### src/rtl/ddr3i_pkg.sv
`timescale 1ns/1ps
package ddr3i_pkg;

  localparam int CMD_W     = 4;
  localparam int FIELD_W   = 24;
  localparam int BANK_W    = 3;
  localparam int BANK_LSB  = 16;
  localparam int NUM_STEPS = 8;
  localparam int STEP_W    = $clog2(NUM_STEPS);

  typedef logic [CMD_W-1:0] cmd_t;

  // {cs_n, ras_n, cas_n, we_n}
  localparam cmd_t CMD_MRS  = 4'b0000;
  localparam cmd_t CMD_ZQCL = 4'b0110;
  localparam cmd_t CMD_NOP  = 4'b0111;

  typedef struct packed {
    logic               use_timer;
    logic               hold_cmd;
    logic               cke;
    logic               rst_n;
    cmd_t               cmd;
    logic [FIELD_W-1:0] field;
  } step_t;

  // Round a nanosecond delay up to whole controller cycles, at least one.
  function automatic logic [FIELD_W-1:0] ns_to_cycles(input longint unsigned ns,
                                                      input longint unsigned period_ps);
    longint unsigned cyc;
    cyc = (ns * 64'd1000 + period_ps - 64'd1) / period_ps;
    if (cyc == 64'd0) cyc = 64'd1;
    if (cyc > ((64'd1 << FIELD_W) - 64'd1)) cyc = (64'd1 << FIELD_W) - 64'd1;
    return cyc[FIELD_W-1:0];
  endfunction

  // Mode-register payload: bank above the 16-bit address value.
  function automatic logic [FIELD_W-1:0] mrs_field(input logic [BANK_W-1:0] ba,
                                                   input logic [15:0] val);
    return {{(FIELD_W-BANK_LSB-BANK_W){1'b0}}, ba, val};
  endfunction

  function automatic step_t make_step(input logic [3:0] flags, input cmd_t cmd,
                                      input logic [FIELD_W-1:0] f);
    step_t s;
    s.use_timer = flags[3];
    s.hold_cmd  = flags[2];
    s.cke       = flags[1];
    s.rst_n     = flags[0];
    s.cmd       = cmd;
    s.field     = f;
    return s;
  endfunction

  // Cycles a step occupies: its count if timed, otherwise exactly one.
  function automatic logic [FIELD_W-1:0] step_load(input step_t s);
    if (!s.use_timer) return FIELD_W'(1);
    if (s.field == '0) return FIELD_W'(1);
    return s.field;
  endfunction

endpackage

### src/rtl/ddr3i_rom.sv
`timescale 1ns/1ps
module ddr3i_rom
  import ddr3i_pkg::*;
#(
  parameter int unsigned CLK_PERIOD_PS  = 5000,
  parameter int unsigned T_RESET_NS     = 200000,
  parameter int unsigned T_CKE_NS       = 500000,
  parameter int unsigned T_XPR_NS       = 120,
  parameter int unsigned ZQ_INIT_CYCLES = 128,
  parameter logic [15:0] MR0_VAL        = 16'h0520,
  parameter logic [15:0] MR1_VAL        = 16'h0044,
  parameter logic [15:0] MR2_VAL        = 16'h0008,
  parameter logic [15:0] MR3_VAL        = 16'h0000
) (
  input  logic [STEP_W-1:0] idx_a,
  input  logic [STEP_W-1:0] idx_b,
  output step_t             word_a,
  output step_t             word_b,
  output step_t             word_first
);

  function automatic step_t step_word(input int i);
    case (i)
      0:       return make_step(4'b1100, CMD_NOP, ns_to_cycles(T_RESET_NS, CLK_PERIOD_PS));
      1:       return make_step(4'b1101, CMD_NOP, ns_to_cycles(T_CKE_NS, CLK_PERIOD_PS));
      2:       return make_step(4'b1111, CMD_NOP, ns_to_cycles(T_XPR_NS, CLK_PERIOD_PS));
      3:       return make_step(4'b0011, CMD_MRS, mrs_field(3'd2, MR2_VAL));
      4:       return make_step(4'b0011, CMD_MRS, mrs_field(3'd3, MR3_VAL));
      5:       return make_step(4'b0011, CMD_MRS, mrs_field(3'd1, MR1_VAL));
      6:       return make_step(4'b0011, CMD_MRS, mrs_field(3'd0, MR0_VAL));
      7:       return make_step(4'b1011, CMD_ZQCL, FIELD_W'(ZQ_INIT_CYCLES));
      default: return make_step(4'b0011, CMD_NOP, '0);
    endcase
  endfunction

  step_t table_w [NUM_STEPS];

  for (genvar g = 0; g < NUM_STEPS; g++) begin : g_entry
    assign table_w[g] = step_word(g);
  end

  assign word_a     = table_w[idx_a];
  assign word_b     = table_w[idx_b];
  assign word_first = table_w[0];

endmodule

### src/rtl/ddr3i_step_timer.sv
`timescale 1ns/1ps
module ddr3i_step_timer #(
  parameter int W = 24
) (
  input  logic         clk,
  input  logic         rst_n,
  input  logic [W-1:0] init_val,
  input  logic         reload,
  input  logic [W-1:0] reload_val,
  output logic         expired
);

  logic [W-1:0] cnt_q;

  always_ff @(posedge clk) begin
    if (!rst_n)            cnt_q <= init_val;
    else if (reload)       cnt_q <= reload_val;
    else if (cnt_q > W'(1)) cnt_q <= cnt_q - W'(1);
  end

  assign expired = (cnt_q == W'(1));

  AST_TIMER_NONZERO: assert property (@(posedge clk) disable iff (!rst_n)
    cnt_q != '0);

endmodule

### src/rtl/ddr3i_pin_drv.sv
`timescale 1ns/1ps
module ddr3i_pin_drv
  import ddr3i_pkg::*;
#(
  parameter int ADDR_W = 14
) (
  input  step_t              cur,
  input  logic               first,
  input  logic               done,
  output logic               reset_n,
  output logic               cke,
  output logic               odt,
  output cmd_t               cmd,
  output logic [BANK_W-1:0]  ba,
  output logic [ADDR_W-1:0]  addr
);

  localparam int ZQ_LONG_BIT = 10;

  always_comb begin
    reset_n = done ? 1'b1 : cur.rst_n;
    cke     = done ? 1'b1 : cur.cke;
    odt     = 1'b0;
    cmd     = CMD_NOP;
    ba      = '0;
    addr    = '0;
    if (!done && (first || cur.hold_cmd)) cmd = cur.cmd;
    if (cmd == CMD_MRS) begin
      ba   = cur.field[BANK_LSB +: BANK_W];
      addr = cur.field[ADDR_W-1:0];
    end else if (cmd == CMD_ZQCL) begin
      addr[ZQ_LONG_BIT] = 1'b1;
    end
  end

endmodule

### src/rtl/ddr3_init_seq.sv
`timescale 1ns/1ps
module ddr3_init_seq
  import ddr3i_pkg::*;
#(
  parameter int unsigned CLK_PERIOD_PS  = 5000,
  parameter int unsigned T_RESET_NS     = 200000,
  parameter int unsigned T_CKE_NS       = 500000,
  parameter int unsigned T_XPR_NS       = 120,
  parameter int unsigned ZQ_INIT_CYCLES = 128,
  parameter int          ADDR_W         = 14,
  parameter logic [15:0] MR0_VAL        = 16'h0520,
  parameter logic [15:0] MR1_VAL        = 16'h0044,
  parameter logic [15:0] MR2_VAL        = 16'h0008,
  parameter logic [15:0] MR3_VAL        = 16'h0000
) (
  input  logic              clk,
  input  logic              rst_n,
  output logic              ddr_reset_n,
  output logic              ddr_cke,
  output logic              ddr_odt,
  output logic              ddr_cs_n,
  output logic              ddr_ras_n,
  output logic              ddr_cas_n,
  output logic              ddr_we_n,
  output logic [2:0]        ddr_ba,
  output logic [ADDR_W-1:0] ddr_addr,
  output logic              init_done
);

  localparam logic [STEP_W-1:0] LAST_STEP = STEP_W'(NUM_STEPS - 1);

  logic [STEP_W-1:0] step_q;
  logic              first_q;
  logic              done_q;
  step_t             cur_step;
  step_t             nxt_step;
  step_t             first_step;
  logic              timer_expired;
  logic              step_end;
  logic              seq_last;
  logic              advance;
  cmd_t              cmd_bus;

  ddr3i_rom #(
    .CLK_PERIOD_PS (CLK_PERIOD_PS),
    .T_RESET_NS    (T_RESET_NS),
    .T_CKE_NS      (T_CKE_NS),
    .T_XPR_NS      (T_XPR_NS),
    .ZQ_INIT_CYCLES(ZQ_INIT_CYCLES),
    .MR0_VAL       (MR0_VAL),
    .MR1_VAL       (MR1_VAL),
    .MR2_VAL       (MR2_VAL),
    .MR3_VAL       (MR3_VAL)
  ) u_rom (
    .idx_a     (step_q),
    .idx_b     (step_q + STEP_W'(1)),
    .word_a    (cur_step),
    .word_b    (nxt_step),
    .word_first(first_step)
  );

  assign step_end = timer_expired && !done_q;
  assign seq_last = (step_q == LAST_STEP);
  assign advance  = step_end && !seq_last;

  ddr3i_step_timer #(.W(FIELD_W)) u_timer (
    .clk       (clk),
    .rst_n     (rst_n),
    .init_val  (step_load(first_step)),
    .reload    (advance),
    .reload_val(step_load(nxt_step)),
    .expired   (timer_expired)
  );

  always_ff @(posedge clk) begin
    if (!rst_n) begin
      step_q  <= '0;
      first_q <= 1'b1;
      done_q  <= 1'b0;
    end else if (step_end) begin
      if (seq_last) begin
        done_q  <= 1'b1;
        first_q <= 1'b0;
      end else begin
        step_q  <= step_q + STEP_W'(1);
        first_q <= 1'b1;
      end
    end else begin
      first_q <= 1'b0;
    end
  end

  ddr3i_pin_drv #(.ADDR_W(ADDR_W)) u_pins (
    .cur    (cur_step),
    .first  (first_q),
    .done   (done_q),
    .reset_n(ddr_reset_n),
    .cke    (ddr_cke),
    .odt    (ddr_odt),
    .cmd    (cmd_bus),
    .ba     (ddr_ba),
    .addr   (ddr_addr)
  );

  assign {ddr_cs_n, ddr_ras_n, ddr_cas_n, ddr_we_n} = cmd_bus;
  assign init_done = done_q;

  AST_CKE_AFTER_NOP: assert property (@(posedge clk) disable iff (!rst_n)
    $rose(ddr_cke) |-> $past(cmd_bus) == CMD_NOP);
  AST_CKE_NEEDS_RESET_HIGH: assert property (@(posedge clk) disable iff (!rst_n)
    ddr_cke |-> ddr_reset_n);
  AST_ODT_LOW: assert property (@(posedge clk) disable iff (!rst_n)
    !ddr_odt);
  AST_MRS_WITH_CKE: assert property (@(posedge clk) disable iff (!rst_n)
    (cmd_bus == CMD_MRS) |-> (ddr_cke && ddr_reset_n));
  AST_DONE_STICKY: assert property (@(posedge clk) disable iff (!rst_n)
    init_done |=> init_done);
  AST_DONE_QUIET: assert property (@(posedge clk) disable iff (!rst_n)
    init_done |-> (cmd_bus == CMD_NOP && ddr_cke && ddr_reset_n));

endmodule

### config.mk
export PLATFORM = sky130hd
export DESIGN_NAME = ddr3_init_seq
export DESIGN_NICKNAME = d
export VERILOG_FILES = /design/src/rtl/ddr3i_pkg.sv /design/src/rtl/ddr3i_rom.sv /design/src/rtl/ddr3i_step_timer.sv /design/src/rtl/ddr3i_pin_drv.sv /design/src/rtl/ddr3_init_seq.sv
export SDC_FILE = /design/constraint.sdc
export NUM_CORES = 1
export LEC_CHECK = 0
export BUFFER_PORTS_ARGS = -buffer_cell sky130_fd_sc_hd__buf_2
export CAP_MARGIN = 20
export CELL_PAD_IN_SITES_DETAIL_PLACEMENT = 1
export CELL_PAD_IN_SITES_GLOBAL_PLACEMENT = 1
export CORE_UTILIZATION = 46
export CTS_CLUSTER_DIAMETER = 30
export DETAILED_ROUTE_END_ITERATION = 6
export PLACE_DENSITY = 0.82
export SLEW_MARGIN = 5
export SYNTH_ARGS = -nofsm -noshare
export SYNTH_HDL_FRONTEND = slang
export SYNTH_SLANG_ARGS = --single-unit
export TNS_END_PERCENT = 30
### constraint.sdc
create_clock -name clk -period 5.2 [get_ports clk]
set_input_delay 1.04 -clock clk [delete_from_list [all_inputs] [get_ports clk]]
set_output_delay 1.04 -clock clk [all_outputs]
set_load 0.02 [all_outputs]
After elaboration in Yosys (flattened, before gate mapping)
Memories as Yosys holds them, arrays and structs flattened.
Cells that the tools add are included.
Widths: inputs -> output; s select.
- register bits after elaboration: 29
- memory bits (read-only): 512
- input bits: 2
- output and inout bits: 25
- word-level logic and storage cells: 50
- memories: 2
- memory list (memory ; depth ; width ; rd ports ; clocked after Yosys merged registers in ; wr ports ; line ; source):
    (name not given) ; 8 ; 32 ; 1 ; 0 ; 0 ; ddr3i_rom.sv:42 ; assign word_a = table_w[idx_a];
    (name not given) ; 8 ; 32 ; 1 ; 0 ; 0 ; ddr3i_rom.sv:43 ; assign word_b = table_w[idx_b];
- add/sub/neg operators: 2
- magnitude comparators: 3
- equal/unequal tests: 3
- muxes and demuxes: 22
- bitwise logic cells: 3
- reduce and logical (&&, ||, !) cells: 11
- operators by type and width (kind ; count):
    $mux 24 ; 6
    $mux 32 ; 2
    $mux 31 ; 2
    $eq 24x1->1 const B ; 1
    $gt 24x1->1 const B ; 1
    $logic_not 24->1 ; 1
    $sub 24x1->24 const B ; 1
    $mux 10 ; 1
    $ge 4x4->1 const B ; 2
    $mux 1 ; 8
    $not 3->4 ; 2
    $mux 3 ; 2
    $eq 4x3->1 const B ; 1
    $logic_not 4->1 ; 1
    $mux 4 ; 1
    $reduce_and 2->1 ; 2
    $add 3x1->3 const B ; 1
    $eq 3x3->1 const B ; 1
    $logic_and 1x1->1 ; 3
    $logic_not 1->1 ; 2
    $reduce_bool 2->1 ; 1
    $logic_or 1x1->1 ; 1
    $not 1->1 ; 1

Depth between registers and ports, before layout
Gate-level depths: netlist (run 1).
- depth in word-level cells: 11
- gate-level depth with buffers: 9

Cells and area by module
From an unflattened synthesis (run 1), not the netlist that was laid out.
- cells, all modules: 429
- area, all modules: 3503.4 sq um
- modules (own cells, without submodules) (module ; instances ; cells each ; area each (sq um) ; sequential area each (sq um)):
    ddr3i_step_timer ; 1 ; 171 ; 1662.8 ; 720.7
    ddr3i_rom ; 1 ; 117 ; 789.5 ; 0.0
    ddr3_init_seq ; 1 ; 88 ; 633.1 ; 100.1
    ddr3i_pin_drv ; 1 ; 53 ; 417.9 ; 0.0

Worst setup path before layout (run 1)
Ideal clock, no wire load.
- path type: register to output
- from: register step_q[0]
- to: output ddr_addr[12]
- arrival: 2.083 ns
- required time: 4.160 ns
- path slack: 2.077 ns
- cell stages (with the launch flop): 7
- path buffers: 2
- cell sequence: dfxtp_1 -> ha_1 -> o211ai_1 -> nand2b_1 -> clkbuf_1 -> nor2_1 -> buf_4
- longest elaborated chain between the ends: 9
- ends and longest elaborated chain (what ; line ; source):
    start, declared ; ddr3_init_seq.sv:32 ; logic [STEP_W-1:0] step_q;
    start signal, assigned ; ddr3_init_seq.sv:85 ; step_q <= step_q + STEP_W'(1);
    $not 3->4 (implied by the code) (*) ; ddr3i_rom.sv:42 ;
    $mem_v2 8x32 (*) ; - ;
    $mux 31 (implied by the code) (*) (2 in a row) ; ddr3i_rom.sv:42 ;
    $logic_or 1x1->1 ; ddr3i_pin_drv.sv:27 ; if (!done && (first || cur.hold_cmd)) cmd = cur.cmd;
    $logic_and 1x1->1 ; ddr3i_pin_drv.sv:27 ;
    $mux 4 (*) ; ddr3i_pin_drv.sv:27 ;
    named net ddr_we_n ; ddr3_init_seq.sv:24 ; output logic ddr_we_n,
    $logic_not 4->1 (*) ; ddr3i_pin_drv.sv:28 ; if (cmd == CMD_MRS) begin
    $mux 3 (*) ; ddr3i_pin_drv.sv:28 ;
    end, declared ; ddr3_init_seq.sv:26 ; output logic [ADDR_W-1:0] ddr_addr,
Mark *: on every way through the listed nets, which the timed path passes. The rest lies on a longest branch. The select of a mux whose other input is x is not followed.

Worst setup path after layout (run 1)
- from: register step_q[0]
- to: output ddr_addr[3]
- longest elaborated chain between the ends: 9
- ends and longest elaborated chain (what ; line):
    $not 3->4 (implied by the code) (*) ; ddr3i_rom.sv:42
    $mem_v2 8x32 (*) ; -
    $mux 31 (implied by the code) (*) (2 in a row) ; ddr3i_rom.sv:42
    $logic_or 1x1->1 ; ddr3i_pin_drv.sv:27
    $logic_and 1x1->1 ; ddr3i_pin_drv.sv:27
    $mux 4 ; ddr3i_pin_drv.sv:27
    $logic_not 4->1 ; ddr3i_pin_drv.sv:28
    $mux 10 (*) ; ddr3i_pin_drv.sv:28
Every way passes the cells marked *; elsewhere a longest branch is shown, timed or not. The select of a mux whose other input is x is not followed.

==> results.rst, run 1 <==
.. list-table::
   :header-rows: 1

   * - Metric
     - Value
   * - Number of setup violations in the final report
     - 0
   * - Total via count after detailed routing
     - 1,959
   * - Max-slew headroom at the worst pin
     - 31.88%
   * - Clock skew
     - 0.006408 ns
   * - Number of design rule violations left after detail routing
     - 0
   * - Post-synthesis cell count
     - 258
   * - Lkg Pwr
     - 0.8271 nW
   * - Drt first-iter violations
     - 92
   * - Result of the run
     - finished clean
   * - #FFs+latches synth
     - 29
   * - Io pins
     - 27
   * - Critical path capture point type
     - primary output
   * - Max cap viols
     - 0
   * - Final HPWL DP
     - 4.434 mm
   * - Adder-cell area share of the yosys netlist
     - 7.908%
   * - Number of enable flip-flop cells after synthesis
     - 0
   * - Number of buffers between clock root and the deepest sink
     - 2
   * - Worst path slowest cell
     - sky130_fd_sc_hd__dfxtp_1
   * - CTS Root Cell
     - sky130_fd_sc_hd__clkbuf_8
   * - Actual slew at the worst max-slew pin
     - 1.014 ns
   * - Dominant combinational cell family by area after synthesis
     - simple AND/OR/NAND/NOR gates
   * - Number of resized instances in the post-cts repair step
     - 0
   * - Sequential area share after synthesis
     - 28.22%
   * - Count of distinct cell types in the synthesized netlist
     - 50
   * - First-pass DRT Iterations
     - 4
   * - Total power of the final layout
     - 0.0005512 W
   * - Worst endpoint required time
     - 4.16 ns
   * - Routed Antenna Nets
     - 0
   * - GP Congestion
     - 0.8546
   * - Xor and xnor fraction of the mapped netlist area
     - 5.109%
   * - Post-detailed-routing wire length
     - 5.982 mm
   * - Post-CTS Setup Repair Bufs
     - 0
   * - Overflow left after global routing
     - 0
   * - Starting utilization of the core area
     - 49.64%
   * - First-pass GRT wire length
     - 9.577 mm
   * - Maximum number of pins on one net before global-route repair
     - 16
   * - Simple-gate share of the synthesized area
     - 32.73%
   * - Worst VDD drop
     - 161.0 uV
   * - Buffers on Ports
     - 20
   * - Core utilization of the finished layout
     - 53.68%
   * - Peak per-stage delay on the critical path
     - 0.39 ns
   * - Row count
     - 23
   * - Final number of max-transition violations
     - 0
   * - Cell chain of the critical path
     - ha_1 > ha_1 > inv_1 > nand2b_1 > nor3_1 > buf_2
   * - Library cell appearing most often on the critical path
     - sky130_fd_sc_hd__ha_1
   * - Footprint of the flip-flops and latches
     - 580.6 um2
   * - Reg-to-reg slack, setup
     - 2.31 ns
   * - Total inserted antenna cells
     - 0
   * - Post-CTS Hold Fix Bufs
     - 0
   * - Synthesized area
     - 2057 um2
   * - Maximum fanout along the worst path
     - 13
   * - Final hold violations
     - 0
   * - Worst hold slack after final layout
     - 0.4892 ns
   * - Worst EP arrival
     - 2.08 ns
   * - Worst hold path class
     - flop to flop
   * - Number of antenna violations at the first check in global routing
     - 0
   * - Power per cell area
     - 247.8 nW/um2
   * - Clock latency of the later-clocked register in the worst-skew pair
     - 0.28 ns
   * - Filler cell count in the final layout
     - 549
   * - Max Clock Freq
     - 320.5 MHz
   * - Layout net count
     - 288
   * - Proportion of synthesized area in mux cells
     - 2.555%
   * - Nature of the critical path startpoint
     - flop
   * - Ys flop type
     - sky130_fd_sc_hd__dfxtp_1
   * - Share of synthesized registers carrying an async set or reset
     - 0%
   * - Reg2reg path depth
     - 5
   * - Floorplan core area
     - 4144 um2
   * - Placed instance count
     - 316
   * - CTS buffer count
     - 5
   * - Routed wirelength normalized by instance count
     - 18.52 um
   * - Sinks on the clock net
     - 29
   * - Area added between synthesis and finish
     - 8.151%
   * - Synthesized-area fraction occupied by ao, oa, aoi and oai cells
     - 16.42%
   * - Via/cell ratio
     - 6.065
   * - Final period demand of the worst path
     - 3.120 ns
   * - Setup repair after global routing missed its margin
     - no
   * - Number of global-route vias before repair
     - 1,858
   * - Min-Delay Path Depth
     - 1
   * - Overall track demand over capacity in global routing
     - 28.21%
   * - Final standard cell count with taps included and fillers excluded
     - 323
   * - Clock-pin slew reported for the worst setup and hold paths after clock tree synthesis
     - 0.07 ns
   * - Ratio of cells with drive above 1 in the final layout
     - 13.92%
   * - Die height
     - 68.87 um
   * - Floorplan die area
     - 4743 um2
   * - Average footprint of a synthesized cell
     - 7.973 um2
   * - CTS tree
     - yes
   * - Multi-input combinational cell area
     - 1354 um2
   * - Summed negative setup slack over all endpoints
     - 0 ns
   * - Die width
     - 68.87 um
   * - Warning count from the yosys run
     - 0
   * - Number of levels the H-tree was split into
     - 2
   * - Critical Setup Path Class
     - flop to primary output
   * - Final cycle utilization of the critical path
     - 60.00%
==> registers in the layout, indices dropped and copies added, names as in the netlist <==
name / cells
first_q: 1
init_done: 1
step_q: 3
u_timer.cnt_q: 24
==> placed cells by master (no fill, tap or decap), drive strengths merged, types with 7 or more instances in the layout <==
master / count
nand2: 19
inv: 10
or4: 9
nor3: 11
buf: 20
nor2: 30
ha: 13
xnor2: 10
nor4: 11
a21oi: 19
nand3: 8
clkbuf: 7
dfxtp: 29
o21ai: 7
==> synth_stat cells, drive strengths merged, types with 2 or more instances <==
| library cell | n | area share [%] |
|---|---|---|
| nor4 | 11 | 4.4 |
| inv | 10 | 1.8 |
| nand4 | 3 | 0.91 |
| clkbuf | 4 | 0.73 |
| xor2 | 2 | 0.85 |
| o31a | 2 | 0.85 |
| or4 | 9 | 3.6 |
| a21oi | 19 | 4.6 |
| nor3 | 11 | 2.7 |
| a31oi | 2 | 0.61 |
| and4 | 2 | 0.85 |
| o311ai | 2 | 0.85 |
| nor2 | 30 | 5.5 |
| nor4b | 3 | 1.3 |
| o31ai | 3 | 1.1 |
| and3 | 3 | 0.91 |
| o211ai | 2 | 0.73 |
| o21ai | 7 | 1.7 |
| nand3 | 8 | 2.2 |
| or3 | 6 | 1.8 |
| dfxtp | 29 | 28 |
| or2 | 4 | 1.2 |
| mux2i | 3 | 1.5 |
| nand2b | 4 | 1.2 |
| ha | 13 | 7.9 |
| a211oi | 5 | 1.8 |
| a221oi | 2 | 0.85 |
| nor3b | 2 | 0.73 |
| mux2 | 2 | 1.1 |
| a21o | 2 | 0.73 |
| xnor2 | 10 | 4.3 |
| nand2 | 19 | 3.5 |
| buf | 13 | 4.1 |
==> layer usage <==
layer / global-route usage [%] / wire length, um / vias up
met5: 0 / 0 / -
met4: 9.694 / 101 / 0
met3: 5.592 / 256 / 12
met2: 45.87 / 2861 / 44
met1: 36.88 / 2762 / 943
li1: - / - / 960
==> stage by stage <==
| stage | instance area, um2 | setup slack [ns] |
|---|---|---|
| after CTS | 2225 | 2.094 |
| after global placement | 2138 | 2.451 |
| after floorplan | 2076 | 2.077 |
| final | 2225 | 2.080 |
| after global routing | 2225 | 1.897 |
| after detailed placement | 2138 | 2.412 |
==> kinds of logic after synthesis <==
logic type	Yosys count
mux	5
simple gates	120
buf+inv	28
xor+xnor	12
flops	29
compound gates	50
fa+ha+maj	13
other cells	1
==> layout make-up <==
type	count	share of cell area, %
clock buffer	7	3.881
timing repair buffer	20	4.499
tap	50	2.812
sequential	29	26.10
inverter	11	1.856
multi-input combinational	206	60.86
==> path summary, 6_finish.rpt <==
check,start,end
setup / recovery,step_q[0]$_SDFFE_PN0P_,ddr_addr[3]
hold / removal,u_timer.cnt_q[12]$_SDFFE_PN1P_,u_timer.cnt_q[12]$_SDFFE_PN1P_
setup reg to reg,u_timer.cnt_q[7]$_SDFFE_PN0P_,u_timer.cnt_q[15]$_SDFFE_PN1P_
hold reg to reg,u_timer.cnt_q[12]$_SDFFE_PN1P_,u_timer.cnt_q[12]$_SDFFE_PN1P_
==> worst max-delay path, delay by kind of cell (launching register included) <==
| family | cells | cell delay, ns |
|---|---|---|
| adders and majority gates | 2 | 0.59 |
| buffers and inverters | 2 | 0.30 |
| DFF | 1 | 0.39 |
| and+or+nand+nor | 2 | 0.51 |
==> power breakdown <==
| group | leakage [nW] | switching, W | total, W | internal [W] |
|---|---|---|---|---|
| clock | 0.0443 | 0.0000893 | 0.000194 | 0.000105 |
| combinational | 0.547 | 0.0000604 | 0.0000990 | 0.0000386 |
| sequential | 0.236 | 0.0000216 | 0.000258 | 0.000236 |
Note: power is estimated with default switching activity, not from simulation.
==> run 2, diff against run 1 <==
Settings changed: CORE_UTILIZATION 46 to 43, PLACE_DENSITY 0.82 to 0.77.
Clock period 5.2 ns to 2.9 ns, I/O delays scaled along.
==> results.rst, run 2 (same netlist as run 1, synthesis figures left out) <==
.. list-table::
   :header-rows: 1

   * - Metric
     - Value
   * - Result of the run
     - finished clean (unchanged)
   * - First-pass GRT wire length
     - 9.963 mm (was 9.577 mm)
   * - Largest registers ranked by flip-flop count
     - u_timer.cnt_q x24, step_q x3 (unchanged)
   * - Number of setup violations in the final report
     - 0 (unchanged)
   * - Sinks on the clock net
     - 29 (unchanged)
   * - Cell chain of the critical path
     - ha_1 > ha_1 > and2_1 > nor4_1 > nor2_1 > a21o_1 > a221oi_1 (was ha_1 > ha_1 > inv_1 > nand2b_1 > nor3_1 > buf_2)
   * - Maximum fanout along the worst path
     - 8 (was 13)
   * - Overall track demand over capacity in global routing
     - 25.35% (was 28.21%)
   * - Lkg Pwr
     - 0.8668 nW (was 0.8271 nW)
   * - Final period demand of the worst path
     - 2.625 ns
   * - Floorplan die area
     - 5064 um2 (was 4743 um2)
   * - Area added between synthesis and finish
     - 11.31% (was 8.151%)
   * - Reg-to-reg slack, setup
     - 0.28 ns (was 2.31 ns)
   * - Reg2reg path depth
     - 7 (was 5)
   * - Post-detailed-routing wire length
     - 5.938 mm (was 5.982 mm)
   * - Worst path slowest cell
     - sky130_fd_sc_hd__nor4_1 (was sky130_fd_sc_hd__dfxtp_1)
   * - Power per cell area
     - 446.2 nW/um2 (was 247.8 nW/um2)
   * - Number of levels the H-tree was split into
     - 2 (unchanged)
   * - CTS Root Cell
     - sky130_fd_sc_hd__clkbuf_8 (unchanged)
   * - Die width
     - 71.17 um (was 68.87 um)
   * - Origin of the critical flop-to-flop path
     - step_q[1]$_SDFFE_PN0P_ (was u_timer.cnt_q[7]$_SDFFE_PN0P_)
   * - Peak per-stage delay on the critical path
     - 0.51 ns (was 0.39 ns)
   * - Multi-input combinational cell area
     - 1356 um2 (was 1354 um2)
   * - Number of buffers between clock root and the deepest sink
     - 2 (unchanged)
   * - Library cell appearing most often on the critical path
     - sky130_fd_sc_hd__ha_1 (unchanged)
   * - Number of antenna violations at the first check in global routing
     - 0 (unchanged)
   * - GP Congestion
     - 0.8401 (was 0.8546)
   * - Total placed instance area
     - 2186 um2 (was 2138 um2)
   * - Max-slew headroom at the worst pin
     - 58.21% (was 31.88%)
   * - Most frequent standard cell in the layout excluding fill and tap cells
     - sky130_fd_sc_hd__nor2_1 (unchanged)
   * - Worst VDD drop
     - 270.8 uV (was 161.0 uV)
   * - Crit path buf inv count
     - 0 (was 2)
   * - Row count
     - 24 (was 23)
   * - Routed Antenna Nets
     - 0 (unchanged)
   * - CTS buffer count
     - 5 (unchanged)
   * - Critical path capture point type
     - flop (was primary output)
   * - Total via count after detailed routing
     - 1,974 (was 1,959)
   * - Die height
     - 71.17 um (was 68.87 um)
   * - Buffers on Ports
     - 20 (unchanged)
   * - Clock skew
     - 0.007408 ns (was 0.006408 ns)
   * - Post-CTS Setup Repair Bufs
     - 0 (unchanged)
   * - Placed instance count
     - 324 (was 316)
   * - Number of resized instances in the post-cts repair step
     - 0 (unchanged)
   * - Actual slew at the worst max-slew pin
     - 0.6216 ns (was 1.014 ns)
   * - Drt first-iter violations
     - 120 (was 92)
   * - Final cycle utilization of the critical path
     - 90.51%
   * - Worst endpoint required time
     - 3.09 ns (was 4.16 ns)
   * - Total inserted antenna cells
     - 0 (unchanged)
   * - Endpoint of the most critical setup path
     - u_timer.cnt_q[0]$_SDFFE_PN0P_ (was ddr_addr[3])
   * - Max cap viols
     - 0 (unchanged)
   * - Routed wirelength normalized by instance count
     - 17.89 um (was 18.52 um)
   * - Critical Setup Path Class
     - flop to flop (was flop to primary output)
   * - Via/cell ratio
     - 5.946 (was 6.065)
   * - Starting utilization of the core area
     - 45.97% (was 49.64%)
   * - Max Clock Freq
     - 381.0 MHz
   * - Clock latency of the later-clocked register in the worst-skew pair
     - 0.29 ns (was 0.28 ns)
   * - Worst reg2reg endpoint
     - u_timer.cnt_q[0]$_SDFFE_PN0P_ (was u_timer.cnt_q[15]$_SDFFE_PN1P_)
   * - Summed negative setup slack over all endpoints
     - 0 ns (unchanged)
   * - Final hold violations
     - 0 (unchanged)
   * - Final number of max-transition violations
     - 0 (unchanged)
   * - Largest delay contributor family on the critical path
     - simple AND/OR/NAND/NOR gates (was adder cells)
   * - Io pins
     - 27 (unchanged)
   * - Footprint of the flip-flops and latches
     - 580.6 um2 (unchanged)
   * - Clock-pin slew reported for the worst setup and hold paths after clock tree synthesis
     - 0.07 ns (about the same)
   * - Maximum number of pins on one net before global-route repair
     - 16 (unchanged)
   * - CTS tree
     - yes (unchanged)
   * - Setup repair after global routing missed its margin
     - no (unchanged)
   * - Final standard cell count with taps included and fillers excluded
     - 332 (was 323)
   * - Layout net count
     - 294 (was 288)
   * - Most frequent cells in the layout
     - sky130_fd_sc_hd__nor2_1, sky130_fd_sc_hd__dfxtp_1, sky130_fd_sc_hd__buf_2 (unchanged)
   * - Most flops, register
     - u_timer.cnt_q (unchanged)
   * - Worst setup path startpoint
     - step_q[1]$_SDFFE_PN0P_ (was step_q[0]$_SDFFE_PN0P_)
   * - Ratio of cells with drive above 1 in the final layout
     - 16.79% (was 13.92%)
   * - Number of design rule violations left after detail routing
     - 0 (unchanged)
   * - Worst hold path class
     - flop to flop (unchanged)
   * - Overflow left after global routing
     - 0 (unchanged)
   * - Final HPWL DP
     - 4.436 mm (was 4.434 mm)
   * - Nature of the critical path startpoint
     - flop (unchanged)
   * - Post-CTS Hold Fix Bufs
     - 0 (unchanged)
   * - Number of flip-flops under the largest register name
     - 24 (unchanged)
   * - Worst path depth
     - 7 (was 6)
   * - Floorplan core area
     - 4474 um2 (was 4144 um2)
   * - Filler cell count in the final layout
     - 575 (was 549)
   * - First-pass DRT Iterations
     - 4 (unchanged)
   * - Number of global-route vias before repair
     - 1,937 (was 1,858)
   * - Worst EP arrival
     - 2.81 ns (was 2.08 ns)
   * - Post-route cell area
     - 2290 um2 (was 2225 um2)
==> run 2: final cells by class <==
class / count / share of cell area [%]
well taps: 52 / 2.842
clock buffers: 7 / 4.208
flip-flops and latches: 29 / 25.36
clock inverters: 1 / 0.2186
inverters: 11 / 1.803
repair buffers: 26 / 6.339
multi-input cells: 206 / 59.23
==> run 2: worst min-delay path by stage <==
stage / start / end / slack [ns] / cells after the start
detailed placement: u_timer.cnt_q[12]$_SDFFE_PN1P_ / u_timer.cnt_q[12]$_SDFFE_PN1P_ / 0.48 / 1
floorplan: u_timer.cnt_q[12]$_SDFFE_PN1P_ / u_timer.cnt_q[12]$_SDFFE_PN1P_ / 0.45 / 1
global route: u_timer.cnt_q[12]$_SDFFE_PN1P_ / u_timer.cnt_q[12]$_SDFFE_PN1P_ / 0.51 / 1
global placement: u_timer.cnt_q[23]$_SDFFE_PN0P_ / u_timer.cnt_q[23]$_SDFFE_PN0P_ / 0.47 / 2
finish: u_timer.cnt_q[23]$_SDFFE_PN0P_ / u_timer.cnt_q[23]$_SDFFE_PN0P_ / 0.49 / 2
CTS: u_timer.cnt_q[12]$_SDFFE_PN1P_ / u_timer.cnt_q[12]$_SDFFE_PN1P_ / 0.49 / 1
==> run 2: power breakdown <==
group          internal (W)  switching (W)
logic             0.0000698       0.000110
clock network      0.000214       0.000163
registers          0.000424      0.0000402
total              0.000708       0.000314
==> run 2: metal layers <==
metal | routed length (um) | track usage (%)
met5 | 0 | 0
met2 | 2708 | 39.26
met4 | 77 | 7.778
met1 | 2940 | 35.93
met3 | 212 | 4.274
==> run 2: per-stage QoR <==
step                hold WS [ns]  power [W]  worst slack [ns]  utilization (%)
floorplan                 0.4511  0.0006077            0.2374                -
global placement          0.4722  0.0006444            0.3927            48.85
detailed placement        0.4777  0.0006485            0.2983            48.85
CTS                       0.4899   0.001025            0.1485            51.12
global route              0.5062   0.001071           0.01958            51.17
finish                    0.4923   0.001022            0.2752            51.17
==> run 2: tightest hold or removal path, delay by kind of cell, from the launching register on <==
kind / cells / cell delay (ns)
AO/OA/AOI/OAI: 2 / 0.13
flip-flops: 1 / 0.32
==> run 3, diff against run 2 <==
Settings changed: RECOVER_POWER from default to 25.
==> results.rst, run 3 (same netlist as run 1, synthesis figures left out) <==
.. list-table::
   :header-rows: 1

   * - Metric
     - Value
   * - Final hold violations
     - 0 (unchanged)
   * - Most flops, register
     - u_timer.cnt_q (unchanged)
   * - Final cycle utilization of the critical path
     - 91.12% (was 90.51%)
   * - Area added between synthesis and finish
     - 10.77% (was 11.31%)
   * - Die width
     - 71.17 um (unchanged)
   * - Row count
     - 24 (unchanged)
   * - First-pass DRT Iterations
     - 4 (unchanged)
   * - Worst path slowest cell
     - sky130_fd_sc_hd__nor4_1 (unchanged)
   * - Nature of the critical path startpoint
     - flop (unchanged)
   * - Number of setup violations in the final report
     - 0 (unchanged)
   * - Post-detailed-routing wire length
     - 5.964 mm (was 5.938 mm)
   * - Via/cell ratio
     - 5.928 (was 5.946)
   * - CTS Root Cell
     - sky130_fd_sc_hd__clkbuf_8 (unchanged)
   * - Total inserted antenna cells
     - 0 (unchanged)
   * - Max cap viols
     - 0 (unchanged)
   * - Power per cell area
     - 448.2 nW/um2 (was 446.2 nW/um2)
   * - Number of levels the H-tree was split into
     - 2 (unchanged)
   * - Number of antenna violations at the first check in global routing
     - 0 (unchanged)
   * - Core utilization of the finished layout
     - 50.92% (was 51.17%)
   * - Ratio of cells with drive above 1 in the final layout
     - 15.00% (was 16.79%)
   * - Floorplan core area
     - 4474 um2 (unchanged)
   * - Library cell appearing most often on the critical path
     - sky130_fd_sc_hd__ha_1 (unchanged)
   * - CTS tree
     - yes (unchanged)
   * - Total via count after detailed routing
     - 1,968 (was 1,974)
   * - Overall track demand over capacity in global routing
     - 25.35% (unchanged)
   * - Final HPWL DP
     - 4.436 mm (unchanged)
   * - Final period demand of the worst path
     - 2.642 ns (was 2.625 ns)
   * - Post-CTS Setup Repair Bufs
     - 0 (unchanged)
   * - Layout net count
     - 294 (unchanged)
   * - Peak per-stage delay on the critical path
     - 0.52 ns (was 0.51 ns)
   * - Setup repair after global routing missed its margin
     - no (unchanged)
   * - Post-CTS Hold Fix Bufs
     - 0 (unchanged)
   * - Lkg Pwr
     - 0.8505 nW (was 0.8668 nW)
   * - Clock-pin slew reported for the worst setup and hold paths after clock tree synthesis
     - 0.07 ns (about the same)
   * - Sinks on the clock net
     - 29 (unchanged)
   * - First-pass GRT wire length
     - 9.963 mm (unchanged)
   * - Routed wirelength normalized by instance count
     - 17.96 um (was 17.89 um)
   * - Max-slew headroom at the worst pin
     - 58.33% (was 58.21%)
   * - Worst hold path class
     - flop to flop (unchanged)
   * - Largest registers ranked by flip-flop count
     - u_timer.cnt_q x24, step_q x3 (unchanged)
   * - Number of flip-flops under the largest register name
     - 24 (unchanged)
   * - Worst endpoint required time
     - 3.09 ns (about the same)
   * - Die height
     - 71.17 um (unchanged)
   * - Number of global-route vias before repair
     - 1,937 (unchanged)
   * - Worst EP arrival
     - 2.83 ns (was 2.81 ns)
   * - CTS buffer count
     - 5 (unchanged)
   * - Summed negative setup slack over all endpoints
     - 0 ns (unchanged)
   * - Result of the run
     - finished clean (unchanged)
   * - Clock latency of the later-clocked register in the worst-skew pair
     - 0.28 ns (was 0.29 ns)
   * - Actual slew at the worst max-slew pin
     - 0.6200 ns (was 0.6216 ns)
   * - Clock skew
     - 0.007436 ns (was 0.007408 ns)
   * - Critical path capture point type
     - flop (unchanged)
   * - Filler cell count in the final layout
     - 579 (was 575)
   * - Routed Antenna Nets
     - 0 (unchanged)
   * - Max Clock Freq
     - 378.4 MHz (was 381.0 MHz)
   * - Final number of max-transition violations
     - 0 (unchanged)
   * - Starting utilization of the core area
     - 45.97% (unchanged)
   * - GP Congestion
     - 0.8401 (unchanged)
   * - Number of buffers between clock root and the deepest sink
     - 2 (unchanged)
   * - Worst VDD drop
     - 269.5 uV (was 270.8 uV)
   * - Buffers on Ports
     - 20 (unchanged)
   * - Io pins
     - 27 (unchanged)
   * - Critical Setup Path Class
     - flop to flop (unchanged)
   * - Number of resized instances in the post-cts repair step
     - 0 (unchanged)
   * - Number of design rule violations left after detail routing
     - 0 (unchanged)
   * - Cell chain of the critical path
     - ha_1 > ha_1 > and2_1 > nor4_1 > nor2_1 > a21o_1 > a221oi_1 (unchanged)
   * - Drt first-iter violations
     - 122 (was 120)
   * - Overflow left after global routing
     - 0 (unchanged)
   * - Most frequent cells in the layout
     - sky130_fd_sc_hd__nor2_1, sky130_fd_sc_hd__dfxtp_1, sky130_fd_sc_hd__nand2_1, sky130_fd_sc_hd__a21oi_1, sky130_fd_sc_hd__buf_2 (was sky130_fd_sc_hd__nor2_1, sky130_fd_sc_hd__dfxtp_1, sky130_fd_sc_hd__buf_2)
   * - Most frequent standard cell in the layout excluding fill and tap cells
     - sky130_fd_sc_hd__nor2_1 (unchanged)
   * - Floorplan die area
     - 5064 um2 (unchanged)
   * - Maximum fanout along the worst path
     - 8 (unchanged)
   * - Maximum number of pins on one net before global-route repair
     - 16 (unchanged)
run 3: cell types whose count changed in the layout (fill, tap and decap cells not counted):
cell                       previous run  this run
sky130_fd_sc_hd__clkbuf_2             0         1
sky130_fd_sc_hd__buf_2               20        16
sky130_fd_sc_hd__buf_4                6         5
sky130_fd_sc_hd__or4_4                2         1
sky130_fd_sc_hd__o21ai_1              1         0
sky130_fd_sc_hd__or4_1                7         8
sky130_fd_sc_hd__o21ai_0              6         7
sky130_fd_sc_hd__clkbuf_1             0         4
run 3: per-layer routing:
layer / track usage (%) / up-vias / wire, um
met5: 0 / - / 0
met3: 4.274 / 9 / 181
li1: - / 967 / -
met1: 35.93 / 954 / 2977
met2: 39.26 / 38 / 2728
met4: 7.778 / 0 / 77
run 3: final cells by class:
class                      count  area [um2]  area share (%)
tap                           52       65.06           2.856
multi-input combinational    206        1353           59.36
timing repair buffer          26       137.6           6.041
clock buffer                   7       96.34           4.228
inverter                      11       41.29           1.812
clock inverter                 1       5.005          0.2197
sequential                    29       580.6           25.48
run 3: where the power goes:
group / internal (W) / switching, W
logic: 0.0000691 / 0.000110
registers: 0.000424 / 0.0000403
clock network: 0.000214 / 0.000164
total: 0.000707 / 0.000314
run 3: worst max-delay path, delay by kind of cell, from the launching register on:
kind / cells / cell delay [ns]
fa+ha+maj: 2 / 0.69
simple gates: 3 / 0.91
flops: 1 / 0.49
compound gates: 2 / 0.45
run 3: final timing paths:
path,from,end,slack (ns),cells after the start
setup / recovery,step_q[1]$_SDFFE_PN0P_,u_timer.cnt_q[0]$_SDFFE_PN0P_,0.26,7
hold / removal,u_timer.cnt_q[23]$_SDFFE_PN0P_,u_timer.cnt_q[23]$_SDFFE_PN0P_,0.49,2
setup reg to reg,step_q[1]$_SDFFE_PN0P_,u_timer.cnt_q[0]$_SDFFE_PN0P_,0.26,7
hold reg to reg,u_timer.cnt_q[23]$_SDFFE_PN0P_,u_timer.cnt_q[23]$_SDFFE_PN0P_,0.49,2
run 3: through the flow:
step	hold WS (ns)	power, W	cell area, um2	instances	setup WS (ns)
floorplan	0.4511	0.0006077	2076	263	0.2374
finish	0.4923	0.001021	2278	332	0.2576
global placement	0.4722	0.0006444	2186	324	0.3927
global route	0.5062	0.001069	2278	332	0.01958
CTS	0.4899	0.001025	2287	332	0.1485
detailed placement	0.4777	0.0006485	2186	324	0.2983
